==> src/rtl/cdma_reg_pkg.sv <==
package cdma_reg_pkg;
  localparam int ADDR_W  = 8;
  localparam int DATA_W  = 32;
  localparam int N_IRQ   = 9;
  localparam int LINK_AW = 20;
  localparam int CFG_W   = 8;
  localparam int N_DIR   = 2;   // 0 = transmit, 1 = receive

  localparam logic [ADDR_W-1:0] OFS_RAW   = 8'h00;
  localparam logic [ADDR_W-1:0] OFS_MSK   = 8'h04;
  localparam logic [ADDR_W-1:0] OFS_ENA   = 8'h08;
  localparam logic [ADDR_W-1:0] OFS_CLR   = 8'h0C;
  localparam logic [ADDR_W-1:0] OFS_TXLNK = 8'h10;
  localparam logic [ADDR_W-1:0] OFS_RXLNK = 8'h14;
  localparam logic [ADDR_W-1:0] OFS_CFG   = 8'h18;
  localparam logic [ADDR_W-1:0] OFS_TXEOF = 8'h20;
  localparam logic [ADDR_W-1:0] OFS_RXEOF = 8'h24;
  localparam logic [ADDR_W-1:0] OFS_TXBFR = 8'h28;
  localparam logic [ADDR_W-1:0] OFS_TXCUR = 8'h30;
  localparam logic [ADDR_W-1:0] OFS_TXPRV = 8'h34;
  localparam logic [ADDR_W-1:0] OFS_TXPR2 = 8'h38;
  localparam logic [ADDR_W-1:0] OFS_RXCUR = 8'h40;
  localparam logic [ADDR_W-1:0] OFS_RXPRV = 8'h44;
  localparam logic [ADDR_W-1:0] OFS_RXPR2 = 8'h48;
  localparam logic [ADDR_W-1:0] OFS_VER   = 8'hFC;

  localparam logic [DATA_W-1:0] VERSION_WORD = 32'h1808_2000;

  localparam int IRQ_RX_EOF = 1;
  localparam int IRQ_TX_EOF = 3;

  typedef struct packed {
    logic restart;
    logic start;
    logic stop;
  } lnk_cmd_t;
endpackage

==> src/rtl/cdma_link_ctl.sv <==
module cdma_link_ctl
  import cdma_reg_pkg::*;
#(
  parameter int AW_L = LINK_AW,
  parameter int DW   = DATA_W
) (
  input  logic            clk,
  input  logic            rst_n,
  input  logic            ctl_wr_i,
  input  logic [AW_L-1:0] addr_wd_i,
  input  lnk_cmd_t        cmd_wd_i,
  input  logic            idle_i,
  input  logic            new_i,
  input  logic [DW-1:0]   daddr_i,
  output logic [AW_L-1:0] link_addr_o,
  output lnk_cmd_t        cmd_o,
  output logic [DW-1:0]   ctl_rd_o,
  output logic [DW-1:0]   cur_o,
  output logic [DW-1:0]   prev_o,
  output logic [DW-1:0]   prev2_o
);
  localparam int PAD_W = DW - 4 - AW_L;

  logic [AW_L-1:0] addr_q, addr_d;
  lnk_cmd_t        cmd_q, cmd_d;
  logic [DW-1:0]   cur_q, prv_q, pr2_q;

  always_comb begin
    addr_d = addr_q;
    cmd_d  = '0;
    if (ctl_wr_i) begin
      addr_d = addr_wd_i;
      cmd_d  = cmd_wd_i;
    end
  end

  always_ff @(posedge clk or negedge rst_n) begin
    if (!rst_n) begin
      addr_q <= '0;
      cmd_q  <= '0;
    end else begin
      addr_q <= addr_d;
      cmd_q  <= cmd_d;
    end
  end

  always_ff @(posedge clk or negedge rst_n) begin
    if (!rst_n) begin
      cur_q <= '0;
      prv_q <= '0;
      pr2_q <= '0;
    end else if (new_i) begin
      cur_q <= daddr_i;
      prv_q <= cur_q;
      pr2_q <= prv_q;
    end
  end

  assign link_addr_o = addr_q;
  assign cmd_o       = cmd_q;
  assign ctl_rd_o    = {idle_i, cmd_q, {PAD_W{1'b0}}, addr_q};
  assign cur_o       = cur_q;
  assign prev_o      = prv_q;
  assign prev2_o     = pr2_q;
endmodule

==> src/rtl/cdma_irq_bank.sv <==
module cdma_irq_bank
  import cdma_reg_pkg::*;
#(
  parameter int N = N_IRQ
) (
  input  logic         clk,
  input  logic         rst_n,
  input  logic [N-1:0] evt_i,
  input  logic         clr_wr_i,
  input  logic         ena_wr_i,
  input  logic [N-1:0] wdata_i,
  output logic [N-1:0] raw_o,
  output logic [N-1:0] ena_o,
  output logic         irq_o
);
  logic [N-1:0] raw_q, raw_d, ena_q, ena_d, clr_m;

  always_comb begin
    clr_m = clr_wr_i ? wdata_i : '0;
    raw_d = (raw_q & ~clr_m) | evt_i;   // event beats clear
    ena_d = ena_wr_i ? wdata_i : ena_q;
  end

  always_ff @(posedge clk or negedge rst_n) begin
    if (!rst_n) begin
      raw_q <= '0;
      ena_q <= '0;
    end else begin
      raw_q <= raw_d;
      ena_q <= ena_d;
    end
  end

  assign raw_o = raw_q;
  assign ena_o = ena_q;
  assign irq_o = |(raw_q & ena_q);
endmodule

==> src/rtl/cdma_eof_cap.sv <==
module cdma_eof_cap
  import cdma_reg_pkg::*;
#(
  parameter int DW = DATA_W
) (
  input  logic          clk,
  input  logic          rst_n,
  input  logic          tx_eof_i,
  input  logic          rx_eof_i,
  input  logic [DW-1:0] tx_cur_i,
  input  logic [DW-1:0] tx_prev_i,
  input  logic [DW-1:0] rx_cur_i,
  output logic [DW-1:0] tx_eof_o,
  output logic [DW-1:0] tx_bfr_o,
  output logic [DW-1:0] rx_eof_o
);
  logic [DW-1:0] txe_q, txb_q, rxe_q;

  always_ff @(posedge clk or negedge rst_n) begin
    if (!rst_n) begin
      txe_q <= '0;
      txb_q <= '0;
    end else if (tx_eof_i) begin
      txe_q <= tx_cur_i;
      txb_q <= tx_prev_i;
    end
  end

  always_ff @(posedge clk or negedge rst_n) begin
    if (!rst_n)        rxe_q <= '0;
    else if (rx_eof_i) rxe_q <= rx_cur_i;
  end

  assign tx_eof_o = txe_q;
  assign tx_bfr_o = txb_q;
  assign rx_eof_o = rxe_q;
endmodule

==> src/rtl/cdma_regfile.sv <==
module cdma_regfile
  import cdma_reg_pkg::*;
(
  input  logic               clk,
  input  logic               rst_n,
  input  logic               reg_wr_i,
  input  logic [ADDR_W-1:0]  reg_addr_i,
  input  logic [DATA_W-1:0]  reg_wdata_i,
  output logic [DATA_W-1:0]  reg_rdata_o,
  input  logic [N_IRQ-1:0]   evt_i,
  output logic               irq_o,
  input  logic               tx_idle_i,
  input  logic               rx_idle_i,
  input  logic               tx_dscr_new_i,
  input  logic [DATA_W-1:0]  tx_dscr_addr_i,
  input  logic               rx_dscr_new_i,
  input  logic [DATA_W-1:0]  rx_dscr_addr_i,
  output logic [LINK_AW-1:0] tx_link_addr_o,
  output logic [2:0]         tx_cmd_o,
  output logic [LINK_AW-1:0] rx_link_addr_o,
  output logic [2:0]         rx_cmd_o,
  output logic [CFG_W-1:0]   cfg_o
);
  // reset: asserted asynchronously, released on a clock edge
  logic [1:0] rst_sync_q;
  logic       rst_ns;
  always_ff @(posedge clk or negedge rst_n) begin
    if (!rst_n) rst_sync_q <= '0;
    else        rst_sync_q <= {rst_sync_q[0], 1'b1};
  end
  assign rst_ns = rst_sync_q[1];

  logic unused_wdata;
  assign unused_wdata = ^{reg_wdata_i[31], reg_wdata_i[27:20]};

  // per-direction link control
  logic [N_DIR-1:0]                 lnk_wr, idle_v, new_v;
  logic [N_DIR-1:0][DATA_W-1:0]     daddr_v, ctl_rd, hist_cur, hist_prev, hist_prev2;
  logic [N_DIR-1:0][LINK_AW-1:0]    link_addr;
  lnk_cmd_t [N_DIR-1:0]             cmd_w;

  assign lnk_wr  = {reg_wr_i && (reg_addr_i == OFS_RXLNK), reg_wr_i && (reg_addr_i == OFS_TXLNK)};
  assign idle_v  = {rx_idle_i, tx_idle_i};
  assign new_v   = {rx_dscr_new_i, tx_dscr_new_i};
  assign daddr_v = {rx_dscr_addr_i, tx_dscr_addr_i};

  for (genvar gi = 0; gi < N_DIR; gi++) begin : g_dir
    cdma_link_ctl #(.AW_L(LINK_AW), .DW(DATA_W)) u_link (
      .clk         (clk),
      .rst_n       (rst_ns),
      .ctl_wr_i    (lnk_wr[gi]),
      .addr_wd_i   (reg_wdata_i[LINK_AW-1:0]),
      .cmd_wd_i    (reg_wdata_i[30:28]),
      .idle_i      (idle_v[gi]),
      .new_i       (new_v[gi]),
      .daddr_i     (daddr_v[gi]),
      .link_addr_o (link_addr[gi]),
      .cmd_o       (cmd_w[gi]),
      .ctl_rd_o    (ctl_rd[gi]),
      .cur_o       (hist_cur[gi]),
      .prev_o      (hist_prev[gi]),
      .prev2_o     (hist_prev2[gi])
    );
  end

  assign tx_link_addr_o = link_addr[0];
  assign rx_link_addr_o = link_addr[1];
  assign tx_cmd_o       = cmd_w[0];
  assign rx_cmd_o       = cmd_w[1];

  // interrupts
  logic [N_IRQ-1:0] irq_raw, irq_ena;
  cdma_irq_bank #(.N(N_IRQ)) u_irq (
    .clk      (clk),
    .rst_n    (rst_ns),
    .evt_i    (evt_i),
    .clr_wr_i (reg_wr_i && (reg_addr_i == OFS_CLR)),
    .ena_wr_i (reg_wr_i && (reg_addr_i == OFS_ENA)),
    .wdata_i  (reg_wdata_i[N_IRQ-1:0]),
    .raw_o    (irq_raw),
    .ena_o    (irq_ena),
    .irq_o    (irq_o)
  );

  // EOF address capture
  logic [DATA_W-1:0] tx_eof_addr, tx_bfr_addr, rx_eof_addr;
  cdma_eof_cap #(.DW(DATA_W)) u_eof (
    .clk       (clk),
    .rst_n     (rst_ns),
    .tx_eof_i  (evt_i[IRQ_TX_EOF]),
    .rx_eof_i  (evt_i[IRQ_RX_EOF]),
    .tx_cur_i  (hist_cur[0]),
    .tx_prev_i (hist_prev[0]),
    .rx_cur_i  (hist_cur[1]),
    .tx_eof_o  (tx_eof_addr),
    .tx_bfr_o  (tx_bfr_addr),
    .rx_eof_o  (rx_eof_addr)
  );

  // configuration byte
  logic [CFG_W-1:0] cfg_q, cfg_d;
  always_comb begin
    cfg_d = cfg_q;
    if (reg_wr_i && (reg_addr_i == OFS_CFG)) cfg_d = reg_wdata_i[CFG_W-1:0];
  end
  always_ff @(posedge clk or negedge rst_ns) begin
    if (!rst_ns) cfg_q <= '0;
    else         cfg_q <= cfg_d;
  end
  assign cfg_o = cfg_q;

  // read mux
  always_comb begin
    reg_rdata_o = '0;
    unique case (reg_addr_i)
      OFS_RAW:   reg_rdata_o[N_IRQ-1:0] = irq_raw;
      OFS_MSK:   reg_rdata_o[N_IRQ-1:0] = irq_raw & irq_ena;
      OFS_ENA:   reg_rdata_o[N_IRQ-1:0] = irq_ena;
      OFS_TXLNK: reg_rdata_o = ctl_rd[0];
      OFS_RXLNK: reg_rdata_o = ctl_rd[1];
      OFS_CFG:   reg_rdata_o[CFG_W-1:0] = cfg_q;
      OFS_TXEOF: reg_rdata_o = tx_eof_addr;
      OFS_RXEOF: reg_rdata_o = rx_eof_addr;
      OFS_TXBFR: reg_rdata_o = tx_bfr_addr;
      OFS_TXCUR: reg_rdata_o = hist_cur[0];
      OFS_TXPRV: reg_rdata_o = hist_prev[0];
      OFS_TXPR2: reg_rdata_o = hist_prev2[0];
      OFS_RXCUR: reg_rdata_o = hist_cur[1];
      OFS_RXPRV: reg_rdata_o = hist_prev[1];
      OFS_RXPR2: reg_rdata_o = hist_prev2[1];
      OFS_VER:   reg_rdata_o = VERSION_WORD;
      default:   reg_rdata_o = '0;
    endcase
  end
endmodule

==> config.mk <==
export PLATFORM = sky130hd
export DESIGN_NAME = cdma_regfile
export DESIGN_NICKNAME = d
export VERILOG_FILES = /design/src/rtl/cdma_reg_pkg.sv /design/src/rtl/cdma_link_ctl.sv /design/src/rtl/cdma_irq_bank.sv /design/src/rtl/cdma_eof_cap.sv /design/src/rtl/cdma_regfile.sv
export SDC_FILE = /design/constraint.sdc
export NUM_CORES = 1
export LEC_CHECK = 0
export ABC_AREA = 1
export BUFFER_PORTS_ARGS = -buffer_cell sky130_fd_sc_hd__buf_2
export CAP_MARGIN = 15
export CORE_MARGIN = 5
export CORE_UTILIZATION = 40
export DETAILED_ROUTE_END_ITERATION = 6
export SYNTH_ARGS = -nofsm -noshare
export SYNTH_HDL_FRONTEND = slang
export SYNTH_SLANG_ARGS = --single-unit
==> constraint.sdc <==
create_clock -name clk -period 28.1 [get_ports clk]
set_input_delay 1.405 -clock clk [delete_from_list [all_inputs] [get_ports clk]]
set_output_delay 1.405 -clock clk [all_outputs]
set_load 0.1 [all_outputs]
; Word-level counts from Yosys, hierarchy flattened
; Cells that the tools add are included.
[op_classes]
add_sub_neg = 0
shifts = 0
n_eq_ne = 16
mux = 6
n_mul = 0
div = 0
bitwise = 4
magnitude_cmp = 0
n_reduce_logical = 7
[ops]
columns = operator, n
row1 = 23-bit case mux with 12 select lines, 1
row2 = 8-bit case mux with 15 select lines, 1
row3 = 8-bit by 6-bit equality test with 1-bit output (second input constant), 6
row4 = 8-bit by 5-bit equality test with 1-bit output (second input constant), 3
row5 = 8-bit by 7-bit equality test with 1-bit output (second input constant), 3
row6 = 9-bit bitwise AND, 2
row7 = 8-bit by 4-bit equality test with 1-bit output (second input constant), 2
row8 = 1-bit case mux with 14 select lines, 1
row9 = 9-bit two-way mux, 1
row10 = 9-bit NOT, 1
row11 = 9-bit bitwise OR, 1
row12 = 9-bit OR reduction, 1
row13 = 8-bit by 3-bit equality test with 1-bit output (second input constant), 1
row14 = 8-bit equality test (second input constant), 1
row15 = 8-bit zero test, 1
row16 = 3-bit two-way mux, 2
row17 = 1-bit logical AND, 5
[totals]
in_bits = 120
out_inout_bits = 87
wordCells = 54
ff_bits = 362
ramBits = 0
mem_count = 0
mem_bits_ro = 0
latch_bits = 0

; Depth between registers and ports, before layout
[depth]
depth_word = 6
mapped_depth = 11
ltp_nobuf = 10

; Hierarchy
; From an unflattened synthesis, not the netlist that was laid out.
[unflattened]
cells_unflattened = 2485
hier_area_um2 = 18154.9
[modules_own_cells]
columns = module, n_inst, area_each_um2, cells_per_inst, seq_area_each_um2
row1 = cdma_link_ctl, 2, 4732.0, 533, 2977.9
row2 = cdma_regfile, 1, 4266.6, 931, 250.2
row3 = cdma_eof_cap, 1, 3664.8, 406, 2402.3
row4 = cdma_irq_bank, 1, 759.5, 82, 450.4

; Worst setup path after synthesis
; OpenSTA, ideal clock, no wires.
[synth_path]
path_kind = input port to output port
start = input reg_addr_i[7]
end = output reg_rdata_o[14]
slack_ns = 23.702
arrival_ns = 2.993
stages = 9
cell_sequence = inv_1 -> nand2_1 -> nor2_2 -> buf_4 -> nand2_1 -> buf_2 -> o21ai_0 -> nor2_1 -> nand3_1
[synth_via]
elab_chain_len = 2
[synth_rtl]
columns = item, line_no
row1 = from (decl), cdma_regfile.sv:7  ; input logic [ADDR_W-1:0] reg_addr_i,
row2 = "8-bit equality test, or another cell as far along", cdma_regfile.sv:115  ; unique case (reg_addr_i)
row3 = 23-bit case mux with 12 select lines *, cdma_regfile.sv:115
row4 = to (decl), cdma_regfile.sv:9  ; output logic [DATA_W-1:0] reg_rdata_o,
; Mark *: on every way between the ends. The rest lies on a longest branch, timed or not.

; Final worst setup path
[layout_path]
start = input reg_addr_i[3]
end = output reg_rdata_o[12]
; The elaborated chain is that of the path after synthesis.

==> results.cfg <==
[status]
status = complete, no violations

[critical_path]
crit_type = in2out
cp.arrival_ns = 4.46
crit_fanout = 47
endpoint_kind = primary output
start_kind = input pin
crit_required_ns = 26.69

[global_routing]
grt_first_pass_wirelength_um = 77900
globalRouteOverflowTotal = 0
antenna_found_initial = 2
grt_max_degree = 185
track_usage = 0.211
grt_pass1_vias = 13428

[cts]
cts_max_path_buffers = 3
cts_sinks = 362
cts_inserted_buffers = 40
insertion_delay_ns = 0.54
cts_tree = done
clkTransAtPathRegs_ns = 0.06
cts_setup_buffers = 0
clk_root_buffer_cell = clkbuf_16
h-tree-depth = 2
hold_buffers = 0
cts_resized = 0

[floorplanning]
fp.dieH_um = 214
fp.coreArea_um2 = 41100
io_pins = 207
die_w_um = 214
num_rows = 74
start_util = 0.407
design.die.area_um2 = 46000

[power_and_ir_drop]
irDropWorstVdd_v = 0.0000383
powerDensity_nw_per_um2 = 66.5
leakage_nw = 9.76

[finish]
seq_area_um2 = 9060
multiInputGateArea_um2 = 6100
postLayoutCoreUtil = 0.471
diodes = 0
nFillCells = 4117
syn_to_final_growth_pct = 15.9
drive_gt1_frac = 0.140
nets = 2382

[placement]
dp_hpwl_um = 32700
place_ws_ns = 22.28
gp_congestion = 0.825
io_buffers = 197

[routing]
wl_um = 49600
route.detailed.drc = 0
vias_per_cell = 4.98
drt-pass1-iter-count = 5
dr_total_vias = 14056
wl_per_cell_um = 17.5
drtAntennaViolNets = 0
drt_iter0_markers = 1398

[logic_synthesis]
syn-num-nets = 2237
async_reset_ff_frac = 1.00
yosys.area.top_type = dfrtp_1
yosysSeqAreaShare = 0.542
syn_area_um2 = 16700
synthCells = 2117
ys_seq_elements = 362
ys_types = 27
synth_area_per_cell_um2 = 7.89
synth_area_leaders = dfrtp_1 54%, nand2_1 13%, o21ai_0 11%, inv_1 6.3%, nand3_1 4.0%
synth_warnings = 0
synth_top_area_share = 0.542
yosys_most_used_dff = dfrtp_1
synth_edf_count = 0

[worst_hold_path]
hp-class = reg2async

[sta]
finalCritPeriodShare = 0.209
min_period_ns = 5.87
rsz0062_at_grt = false
slew_headroom = 0.223
hold_viol_final = 0
worst_slack_ns = 22.23
setup_viol = 0
fmax_mhz = 170
worstMarginPinSlew_ns = 1.16
skew_ns = 0.0229
tns_ns = 0
final-max-slew-violation-count = 0

[flow_run]
drv_cap = 0
state kept, by name, indices dropped and copies added (netlist names):
signal	flops
u_eof.tx_eof_o	32
u_eof.rx_eof_o	32
cfg_o	8
g_dir.u_link.prev_o	64
rst_sync_q	2
g_dir.u_link.cur_o	64
g_dir.u_link.prev2_o	64
u_irq.ena_o	9
g_dir.u_link.cmd_o	6
g_dir.u_link.link_addr_o	40
u_irq.raw_o	9
u_eof.tx_bfr_o	32
critical path: stages:
cell     delay [ns]
buf_2          0.13
inv_2          0.06
nand2_1        0.08
nor2_4         0.10
buf_4          0.51
nand2_1        0.87
inv_1          0.39
nand2_1        0.11
nand2_1        0.07
nor2_1         0.04
nand3_1        0.21
buf_2          0.48
synth_stat cells, types with 8 or more instances:
cell type    n
a21oi_1     42
buf_2       42
buf_4        8
clkbuf_1    48
dfrtp_1    362
inv_1      281
mux2_2      15
nand2_1    600
nand3_1    132
nor2_1     156
nor2_4       8
o21a_1       8
o21ai_0    355
o21ai_1     21
cells in the final DEF, fill, tap and decap left out, types with 6 or more instances in the layout:
master	n
inv_1	280
nand2_1	600
clkbuf_16	41
o21ai_1	21
nand3b_1	6
nand3_1	132
nor2_1	151
o21a_1	8
nor2_4	9
dfrtp_1	361
nor2_2	7
clkbuf_1	8
a21oi_1	42
nand2_2	7
clkinv_2	10
o21ai_0	355
mux2_2	15
buf_2	195
buf_4	13
path summary, 6_finish.rpt:
kind	from	endpoint	slack, ns	cells past startpoint
max	reg_addr_i[3]	reg_rdata_o[12]	22.23	12
max reg2reg	rst_sync_q[1]	g_dir[0].u_link.link_addr_o[18]	25.84	3
max in group asynchronous	rst_sync_q[1]	g_dir[0].u_link.link_addr_o[18]	25.84	3
min	rst_sync_q[1]	g_dir[0].u_link.cur_o[14]	0.24	0
min reg2reg	rst_sync_q[1]	g_dir[0].u_link.cur_o[14]	0.24	0
min in group clk	rst_sync_q[0]	rst_sync_q[1]	0.35	0
cells by family (layout without fill, tap and decap cells):
group,after synthesis,count (layout),share of synthesized area
simple gates,920,920,0.225
buf+inv,393,568,0.0942
compound gates,426,426,0.129
other cells,1,1,0.000224
mux,15,15,0.0101
flops,362,362,0.542
report_power, final:
part / internal [W] / total [W] / switching [W]
Sequential: 0.000573 / 0.000605 / 0.0000319
Combinational: 0.0000356 / 0.000141 / 0.000106
Clock: 0.000325 / 0.000542 / 0.000217
per-stage QoR:
step / instances / hold WS, ns / cell area (um2) / total power, W
3_3_place_gp: 2751 / 0.272 / 18000 / 0.000750
2_1_floorplan: 2117 / 0.331 / 16700 / 0.000711
6_report: 2824 / 0.235 / 19400 / 0.00129
4_1_cts: 2823 / 0.266 / 19300 / 0.00130
3_5_place_dp: 2751 / 0.267 / 18000 / 0.000755
5_1_grt: 2824 / 0.284 / 19400 / 0.00134
final cells by class:
type / count / share of cell area
timing repair buffer: 211 / 0.0585
sequential: 362 / 0.468
clock inverter: 19 / 0.0121
multi-input combinational: 1362 / 0.315
inverter: 285 / 0.0552
clock buffer: 53 / 0.0574
tap: 532 / 0.0344
metal layers:
| layer | track usage | routed length [um] | vias up |
|---|---|---|---|
| met4 | 0.0496 | 896 | 2 |
| met5 | 0 | 10 | - |
| met2 | 0.307 | 20800 | 443 |
| li1 | - | - | 6926 |
| met1 | 0.327 | 24300 | 6634 |
| met3 | 0.0409 | 3550 | 51 |
Note: power is estimated with default switching activity, not from simulation.
